$ cat src/rtl/bs_pkg.sv
package bs_pkg;

    localparam int HOST_W     = 32;
    localparam int PORT_W     = 16;
    localparam int NARROW_W   = 8;
    localparam int MAX_PIECES = HOST_W / NARROW_W;
    localparam int IDX_W      = $clog2(MAX_PIECES);
    localparam int CNT_W      = IDX_W + 1;
    localparam int BYTE_LANES = HOST_W / NARROW_W;
    localparam int HALF_LANES = HOST_W / PORT_W;

    typedef enum logic [1:0] {
        SZ_BYTE = 2'd0,
        SZ_HALF = 2'd1,
        SZ_WORD = 2'd2,
        SZ_RSVD = 2'd3
    } xfer_size_e;

    typedef enum logic [1:0] {
        ST_IDLE = 2'd0,
        ST_RUN  = 2'd1,
        ST_RESP = 2'd2
    } seq_state_e;

    typedef struct packed {
        logic             legal;
        logic [CNT_W-1:0] pieces;
    } xfer_plan_t;

    typedef struct packed {
        xfer_size_e size;
        logic       we;
        logic       wide;
        logic       byte_hi;
    } xfer_ctx_t;

    function automatic logic [CNT_W-1:0] piece_count(xfer_size_e sz, logic wide);
        logic [CNT_W-1:0] n;
        case (sz)
            SZ_BYTE: n = CNT_W'(1);
            SZ_HALF: n = wide ? CNT_W'(1) : CNT_W'(2);
            SZ_WORD: n = wide ? CNT_W'(2) : CNT_W'(4);
            default: n = CNT_W'(0);
        endcase
        return n;
    endfunction

    function automatic logic size_legal(xfer_size_e sz, logic we, logic wide);
        logic ok;
        ok = (sz != SZ_RSVD);
        if (wide && we && sz == SZ_BYTE)
            ok = 1'b0;
        return ok;
    endfunction

endpackage

$ cat src/rtl/bs_plan.sv
module bs_plan
    import bs_pkg::*;
(
    input  xfer_size_e size,
    input  logic       we,
    input  logic       wide,
    output xfer_plan_t plan
);

    always_comb begin
        plan.legal  = size_legal(size, we, wide);
        plan.pieces = plan.legal ? piece_count(size, wide) : '0;
    end

    always_comb begin
        if (plan.legal)
            assert (plan.pieces != '0)
                else $error("p_legal_has_pieces_r2: legal plan with zero pieces");
        if (wide && we && size == SZ_BYTE)
            assert (!plan.legal)
                else $error("p_byte_wr16_refused_r5: narrow write on wide port accepted");
    end

endmodule

$ cat src/rtl/bs_seq.sv
module bs_seq
    import bs_pkg::*;
#(
    parameter int ADDR_W = 32
) (
    input  logic              clk,
    input  logic              rst,
    input  logic              host_req,
    input  logic [ADDR_W-1:0] host_addr,
    input  xfer_size_e        host_size,
    input  logic              host_we,
    input  logic              mem_is16,
    input  xfer_plan_t        plan,
    input  logic              mem_done,
    output logic              accept,
    output logic              capture,
    output logic [IDX_W-1:0]  idx,
    output xfer_ctx_t         ctx,
    output logic              host_ready,
    output logic              host_err,
    output logic              mem_req,
    output logic [ADDR_W-1:0] mem_addr,
    output logic              mem_we
);

    seq_state_e        state;
    logic [CNT_W-1:0]  npieces;
    logic [ADDR_W-1:0] cur_addr;
    logic              err_q;
    logic              last_piece;
    logic [ADDR_W-1:0] step;

    assign accept     = (state == ST_IDLE) && host_req;
    assign capture    = (state == ST_RUN) && mem_done;
    assign last_piece = ({1'b0, idx} == (npieces - CNT_W'(1)));
    assign step       = ctx.wide ? ADDR_W'(2) : ADDR_W'(1);

    always_ff @(posedge clk) begin
        if (rst) begin
            state    <= ST_IDLE;
            npieces  <= '0;
            cur_addr <= '0;
            err_q    <= 1'b0;
            idx      <= '0;
            ctx      <= '0;
        end else begin
            case (state)
                ST_IDLE: begin
                    if (host_req) begin
                        ctx.size    <= host_size;
                        ctx.we      <= host_we;
                        ctx.wide    <= mem_is16;
                        ctx.byte_hi <= host_addr[0];
                        npieces     <= plan.pieces;
                        idx         <= '0;
                        err_q       <= !plan.legal;
                        cur_addr    <= mem_is16 ? {host_addr[ADDR_W-1:1], 1'b0} : host_addr;
                        state       <= plan.legal ? ST_RUN : ST_RESP;
                    end
                end
                ST_RUN: begin
                    if (mem_done) begin
                        if (last_piece) begin
                            state <= ST_RESP;
                        end else begin
                            idx      <= idx + IDX_W'(1);
                            cur_addr <= cur_addr + step;
                        end
                    end
                end
                ST_RESP: begin
                    state <= ST_IDLE;
                    err_q <= 1'b0;
                end
                default: state <= ST_IDLE;
            endcase
        end
    end

    assign host_ready = (state == ST_RESP);
    assign host_err   = (state == ST_RESP) && err_q;
    assign mem_req    = (state == ST_RUN);
    assign mem_addr   = cur_addr;
    assign mem_we     = ctx.we;

    p_ready_pulse_r9: assert property (@(posedge clk) disable iff (rst)
        host_ready |=> !host_ready);

    p_err_no_mem_r5: assert property (@(posedge clk) disable iff (rst)
        host_err |-> (host_ready && !mem_req));

    p_req_held_r10: assert property (@(posedge clk) disable iff (rst)
        (mem_req && !mem_done) |=> (mem_req && $stable(mem_addr) && $stable(mem_we)));

    p_addr_step_r6: assert property (@(posedge clk) disable iff (rst)
        (mem_req && $past(mem_req && mem_done)) |-> (mem_addr == $past(mem_addr) + step));

    p_no_narrow_wr_wide_r5: assert property (@(posedge clk) disable iff (rst)
        mem_req |-> !(mem_we && ctx.wide && ctx.size == SZ_BYTE));

    p_idx_bound_r2: assert property (@(posedge clk) disable iff (rst)
        mem_req |-> ({1'b0, idx} < npieces));

endmodule

$ cat src/rtl/bs_pack.sv
module bs_pack
    import bs_pkg::*;
(
    input  logic               clk,
    input  logic               rst,
    input  logic               accept,
    input  logic               capture,
    input  logic [IDX_W-1:0]   idx,
    input  xfer_ctx_t          ctx,
    input  logic               resp,
    input  logic [HOST_W-1:0]  host_wdata,
    input  logic [PORT_W-1:0]  mem_rdata,
    output logic [PORT_W-1:0]  mem_wdata,
    output logic [HOST_W-1:0]  host_rdata
);

    logic [HOST_W-1:0]   wdata_q;
    logic [HOST_W-1:0]   rdata_q;
    logic [NARROW_W-1:0] wbyte [BYTE_LANES];
    logic [PORT_W-1:0]   whalf [HALF_LANES];

    for (genvar b = 0; b < BYTE_LANES; b++) begin : g_wbyte
        assign wbyte[b] = wdata_q[b*NARROW_W +: NARROW_W];
    end
    for (genvar h = 0; h < HALF_LANES; h++) begin : g_whalf
        assign whalf[h] = wdata_q[h*PORT_W +: PORT_W];
    end

    assign mem_wdata = ctx.wide ? whalf[idx[0]] : {{(PORT_W-NARROW_W){1'b0}}, wbyte[idx]};

    logic [NARROW_W-1:0] sel_byte;
    assign sel_byte = ctx.byte_hi ? mem_rdata[PORT_W-1:NARROW_W] : mem_rdata[NARROW_W-1:0];

    always_ff @(posedge clk) begin
        if (rst) begin
            wdata_q <= '0;
            rdata_q <= '0;
        end else if (accept) begin
            wdata_q <= host_wdata;
            rdata_q <= '0;
        end else if (capture && !ctx.we) begin
            if (ctx.wide && ctx.size == SZ_BYTE) begin
                rdata_q[NARROW_W-1:0] <= sel_byte;
            end else if (ctx.wide) begin
                for (int h = 0; h < HALF_LANES; h++)
                    if (idx[0] == h[0])
                        rdata_q[h*PORT_W +: PORT_W] <= mem_rdata;
            end else begin
                for (int b = 0; b < BYTE_LANES; b++)
                    if (idx == b[IDX_W-1:0])
                        rdata_q[b*NARROW_W +: NARROW_W] <= mem_rdata[NARROW_W-1:0];
            end
        end
    end

    assign host_rdata = rdata_q;

    p_rdata_byte_zero_r8: assert property (@(posedge clk) disable iff (rst)
        (resp && !ctx.we && ctx.size == SZ_BYTE) |-> (host_rdata[HOST_W-1:NARROW_W] == '0));

    p_rdata_half_zero_r8: assert property (@(posedge clk) disable iff (rst)
        (resp && !ctx.we && ctx.size == SZ_HALF) |-> (host_rdata[HOST_W-1:PORT_W] == '0));

    p_wdata_narrow_r7: assert property (@(posedge clk) disable iff (rst)
        (capture && ctx.we && !ctx.wide) |-> (mem_wdata[PORT_W-1:NARROW_W] == '0));

endmodule

$ cat src/rtl/bus_split_top.sv
module bus_split_top
    import bs_pkg::*;
#(
    parameter int ADDR_W = 32
) (
    input  logic              clk,
    input  logic              rst,
    input  logic              mem_is16,
    input  logic              host_req,
    input  logic [ADDR_W-1:0] host_addr,
    input  logic [1:0]        host_size,
    input  logic              host_we,
    input  logic [31:0]       host_wdata,
    output logic              host_ready,
    output logic              host_err,
    output logic [31:0]       host_rdata,
    output logic              mem_req,
    output logic [ADDR_W-1:0] mem_addr,
    output logic              mem_we,
    output logic [15:0]       mem_wdata,
    input  logic              mem_done,
    input  logic [15:0]       mem_rdata
);

    xfer_size_e       size_in;
    xfer_plan_t       plan;
    xfer_ctx_t        ctx;
    logic             accept;
    logic             capture;
    logic [IDX_W-1:0] idx;

    assign size_in = xfer_size_e'(host_size);

    bs_plan u_plan (
        .size (size_in),
        .we   (host_we),
        .wide (mem_is16),
        .plan (plan)
    );

    bs_seq #(.ADDR_W(ADDR_W)) u_seq (
        .clk        (clk),
        .rst        (rst),
        .host_req   (host_req),
        .host_addr  (host_addr),
        .host_size  (size_in),
        .host_we    (host_we),
        .mem_is16   (mem_is16),
        .plan       (plan),
        .mem_done   (mem_done),
        .accept     (accept),
        .capture    (capture),
        .idx        (idx),
        .ctx        (ctx),
        .host_ready (host_ready),
        .host_err   (host_err),
        .mem_req    (mem_req),
        .mem_addr   (mem_addr),
        .mem_we     (mem_we)
    );

    bs_pack u_pack (
        .clk        (clk),
        .rst        (rst),
        .accept     (accept),
        .capture    (capture),
        .idx        (idx),
        .ctx        (ctx),
        .resp       (host_ready),
        .host_wdata (host_wdata),
        .mem_rdata  (mem_rdata),
        .mem_wdata  (mem_wdata),
        .host_rdata (host_rdata)
    );

endmodule

$ cat config.mk
export PLATFORM = sky130hd
export DESIGN_NAME = bus_split_top
export DESIGN_NICKNAME = d
export VERILOG_FILES = /design/src/rtl/bs_pkg.sv /design/src/rtl/bs_plan.sv /design/src/rtl/bs_seq.sv /design/src/rtl/bs_pack.sv /design/src/rtl/bus_split_top.sv
export SDC_FILE = /design/constraint.sdc
export NUM_CORES = 1
export LEC_CHECK = 0
export BUFFER_PORTS_ARGS = -buffer_cell sky130_fd_sc_hd__clkbuf_2
export CAP_MARGIN = 40
export CORE_ASPECT_RATIO = 1.75
export CORE_MARGIN = 1.5
export CORE_UTILIZATION = 25
export CTS_CLUSTER_SIZE = 28
export DETAILED_ROUTE_END_ITERATION = 10
export PLACE_DENSITY = 0.48
export SETUP_SLACK_MARGIN = 0.02
export SYNTH_ARGS = -nofsm -noshare
export SYNTH_HDL_FRONTEND = slang
export SYNTH_SLANG_ARGS = --single-unit
$ cat constraint.sdc
create_clock -name clk -period 5.35 [get_ports clk]
set_clock_uncertainty 0.05 [all_clocks]
set_input_delay 0.535 -clock clk [delete_from_list [all_inputs] [get_ports clk]]
set_output_delay 0.535 -clock clk [all_outputs]
set_load 0.005 [all_outputs]
==> impl_results.md <==
* Status: complete, no violations
* Final Max Tran Viols at 0
* Cts bufs inserted at 9
* Final Net Count at 937
* CP Class: flop to flop
* Tot Pwr at about 0.002 W
* Max Fanout on Critical Path at 29
* Clock transition at the registers of the reported paths at 0.08 ns
* Cells after synthesis at 694
* Share of the synthesized area in the top cell type at 0.385
* Fillers at 2,462
* R2R depth at 10
* Final setup viols at 0
* WL per Instance at 17.7 um
* Setup_tns at 0 ns
* Ranking of synthesized cells by area: dfxtp_1 (39%), nand2_1 (8.3%), mux2i_1 (7.1%)
* CTS tree: yes
* Hold_buf cts at 0
* H-tree depth at 3
* Post-synthesis register bit count at 109
* Via density at 4.94
* Worst skew pair latency at 0.36 ns
* Remaining global-route overflow at 0
* Worst-Margin Slew at 0.860 ns
* Setup crit end kind: flop
* Synthesized area at 0.00567 mm2
* Fraction of layout cells with a size suffix above 1 at 0.265
* Post-route DRC violation count at 0
* Post_cts resized at 0
* Core ar. at 0.0222 mm2
* Reg-to-Reg Start: u_seq.ctx[1]$_SDFFE_PP0P_
* Worst vdd ir at 0.137 mV
* Starting density of the core at 0.256
* Root buffer cell: clkbuf_16
* Global-route wire length before repair at 31,100 um
* P per Cell Area at 282 mW/mm2
* Post-CTS setup buffers at 0
* Worst R2R End: u_seq.mem_addr[20]$_SDFFE_PP0P_
* Hpwl dp at roughly 15,000 um
* Total track usage at 0.175
* Leakage at 2.69 nW
* Fmax at 0.296 GHz
* Max-Slew Margin vs Limit at 0.427
* FFs w/ async S/R, synth at 0
* Hold Crit Class: input port to flop
* Die width at 117 um
* GP Congestion at about 0.81
* Rows at 72
* Top_reg_cell synth: dfxtp_1
* Worst EP arrival at 3.60 ns
* Die Y at 202 um
* Initial drt markers at about 280
* Clock Tree Buf Depth at 2
* Minimum clock period at 3.37 ns
* Die ar. at 0.0236 mm2
* Largest net degree at the start of global routing at 76
* Synth-to-layout area growth at 25.7%
* Post-synth EDFFs at 0
* RSZ-0062 raised after global routing: false
* Initial antenna violation count at 1
* Vias at 5,639
* Reg2reg setup slack at 1.98 ns
* Final hold vios at 0
* I/O pin total at 172
* Area leader, netlist: dfxtp_1
* Routed Antenna Nets at 0
* Syn. warnings at 0
* MaxCap Viol Count at 0
* Critical path data required time at 5.58 ns
* Clock sinks at roughly 110
* Library cells used by synthesis at 68
* Hold Path Depth at 2
* Syn Area/Cell at 8.16 um2
* Tcrit/Tclk final at 0.631
* Critical Path Source Type: flop
* Register area share after synthesis at 0.385
* Hold path start: host_addr[12]
* Syn Nets at 790
* WL final at between 20,000 and 25,000 um
* I/O Buffers at 171
* Vias in the first global route at 5,603
* WHS Endpoint: u_seq.mem_addr[12]$_SDFFE_PP0P_
* First-pass DRT Iterations at 5
logic make-up (layout without fill, tap and decap cells):
group / after synthesis / count (layout) / share of synthesized area
fa+ha+maj: 8 / 8 / 0.0190
flops: 109 / 109 / 0.385
compound gates: 180 / 180 / 0.205
mux: 48 / 48 / 0.102
buf+inv: 58 / 209 / 0.0417
simple gates: 285 / 285 / 0.237
xor+xnor: 6 / 6 / 0.00928
other cells: 0 / 1 / 0
how the worst max path moves through the flow:
stage                                          from                         endpoint  slack (ns)  cells after the start
after floorplan           u_seq.ctx[1]$_SDFFE_PP0P_  u_seq.mem_addr[20]$_SDFFE_PP0P_        2.46                     10
after global placement    u_seq.ctx[1]$_SDFFE_PP0P_  u_seq.mem_addr[20]$_SDFFE_PP0P_        2.08                     10
after detailed placement  u_seq.ctx[1]$_SDFFE_PP0P_  u_seq.mem_addr[20]$_SDFFE_PP0P_        1.98                     10
after CTS                 u_seq.ctx[1]$_SDFFE_PP0P_  u_seq.mem_addr[20]$_SDFFE_PP0P_        1.95                      8
after global routing      u_seq.ctx[1]$_SDFFE_PP0P_  u_seq.mem_addr[20]$_SDFFE_PP0P_        1.67                      8
final                     u_seq.ctx[1]$_SDFFE_PP0P_  u_seq.mem_addr[20]$_SDFFE_PP0P_        1.98                     10
registers in the layout, indices dropped and copies added, names as in the netlist:
name,cells
u_pack.host_rdata,32
u_seq.npieces,3
u_pack.wdata_q,32
u_seq.mem_addr,32
u_seq.mem_we,1
u_seq.state,2
u_seq.idx,2
u_seq.ctx,4
u_seq.err_q,1
layout make-up:
type,count,area (um2),share of cell area
well taps,296,370,0.0520
diodes,1,2.50,0.000351
flip-flops and latches,109,2180,0.307
clock inverters,5,60.1,0.00844
inverters,12,45.0,0.00633
multi-input cells,527,3250,0.457
clock buffers,10,239,0.0336
repair buffers,182,966,0.136
worst max-delay path, cell delays in order, from the launching register on:
cell      delay (ns)
dfxtp_1         0.53
clkinv_1        0.10
buf_4           0.31
ha_1            0.23
inv_1           0.06
fa_1            0.44
nand4b_1        0.35
nor4_1          0.49
nand4_1         0.18
or4b_1          0.48
o31ai_1         0.08
synthesized netlist by cell type, types with 2 or more instances:
cell / number
clkbuf_1: 28
xor2_1: 3
a31oi_1: 7
a22oi_1: 7
inv_1: 9
o21ai_0: 23
o41ai_1: 2
nand4_1: 15
buf_2: 15
nor2_2: 2
a21oi_2: 3
mux2i_1: 40
nand2_1: 126
and3_1: 6
or4_1: 3
a32oi_1: 2
a32o_1: 2
nand3_4: 2
nor3_1: 9
ha_1: 7
buf_1: 3
a21oi_1: 67
a211oi_1: 34
or2_2: 2
and2_1: 4
nor2_1: 64
nor2b_1: 4
xnor2_1: 3
dfxtp_1: 109
or3_1: 6
nand3b_1: 2
nor4_1: 6
a2bb2oi_1: 3
o31ai_1: 5
mux4_2: 8
clkinv_1: 2
o311ai_0: 2
o211ai_1: 5
o221ai_1: 2
nand3_1: 22
nor3b_1: 2
a211o_1: 2
per-stage QoR:
step | setup slack [ns] | util | instances | instance area, um2 | hold slack (ns)
after global routing | 1.67 | 0.321 | 1142 | 7120 | 0.332
after detailed placement | 1.98 | 0.308 | 1126 | 6820 | 0.398
after floorplan | 2.46 | - | 694 | 5670 | 0.386
final | 1.98 | 0.321 | 1142 | 7120 | 0.330
after global placement | 2.08 | 0.306 | 1124 | 6780 | 0.399
after CTS | 1.95 | 0.321 | 1141 | 7120 | 0.313
routing by layer:
layer | GRT usage | vias up | share of wire | wire [um]
met2 | 0.319 | 160 | 0.54 | 11000
met3 | 0.0264 | 38 | 0.042 | 846
met5 | 0 | - | 0 | 0
li1 | - | 2811 | - | -
met1 | 0.194 | 2630 | 0.38 | 7750
met4 | 0.0796 | 0 | 0.033 | 669
placed cells by master (no fill, tap or decap), types with 6 or more instances in the layout:
cell type    n
o21ai_0     23
a22oi_1      7
ha_1         7
mux2i_1     40
inv_1        9
nor2_1      64
clkbuf_16    9
clkbuf_2   171
nand4_1     15
a211oi_1    34
nand3_1     22
nor3_1       9
nor4_1       6
dfxtp_1    108
a31oi_1      7
nand2_1    126
a21oi_1     67
mux4_2       8
and3_1       6
buf_4        9
or3_1        6
power breakdown:
group / internal, W / switching, W / leakage, nW / total (W)
registers: 0.000863 / 0.0000679 / 0.891 / 0.000931
logic: 0.000156 / 0.000223 / 1.66 / 0.000379
clock network: 0.000376 / 0.000323 / 0.145 / 0.000699
Note: power is estimated with default switching activity, not from simulation.
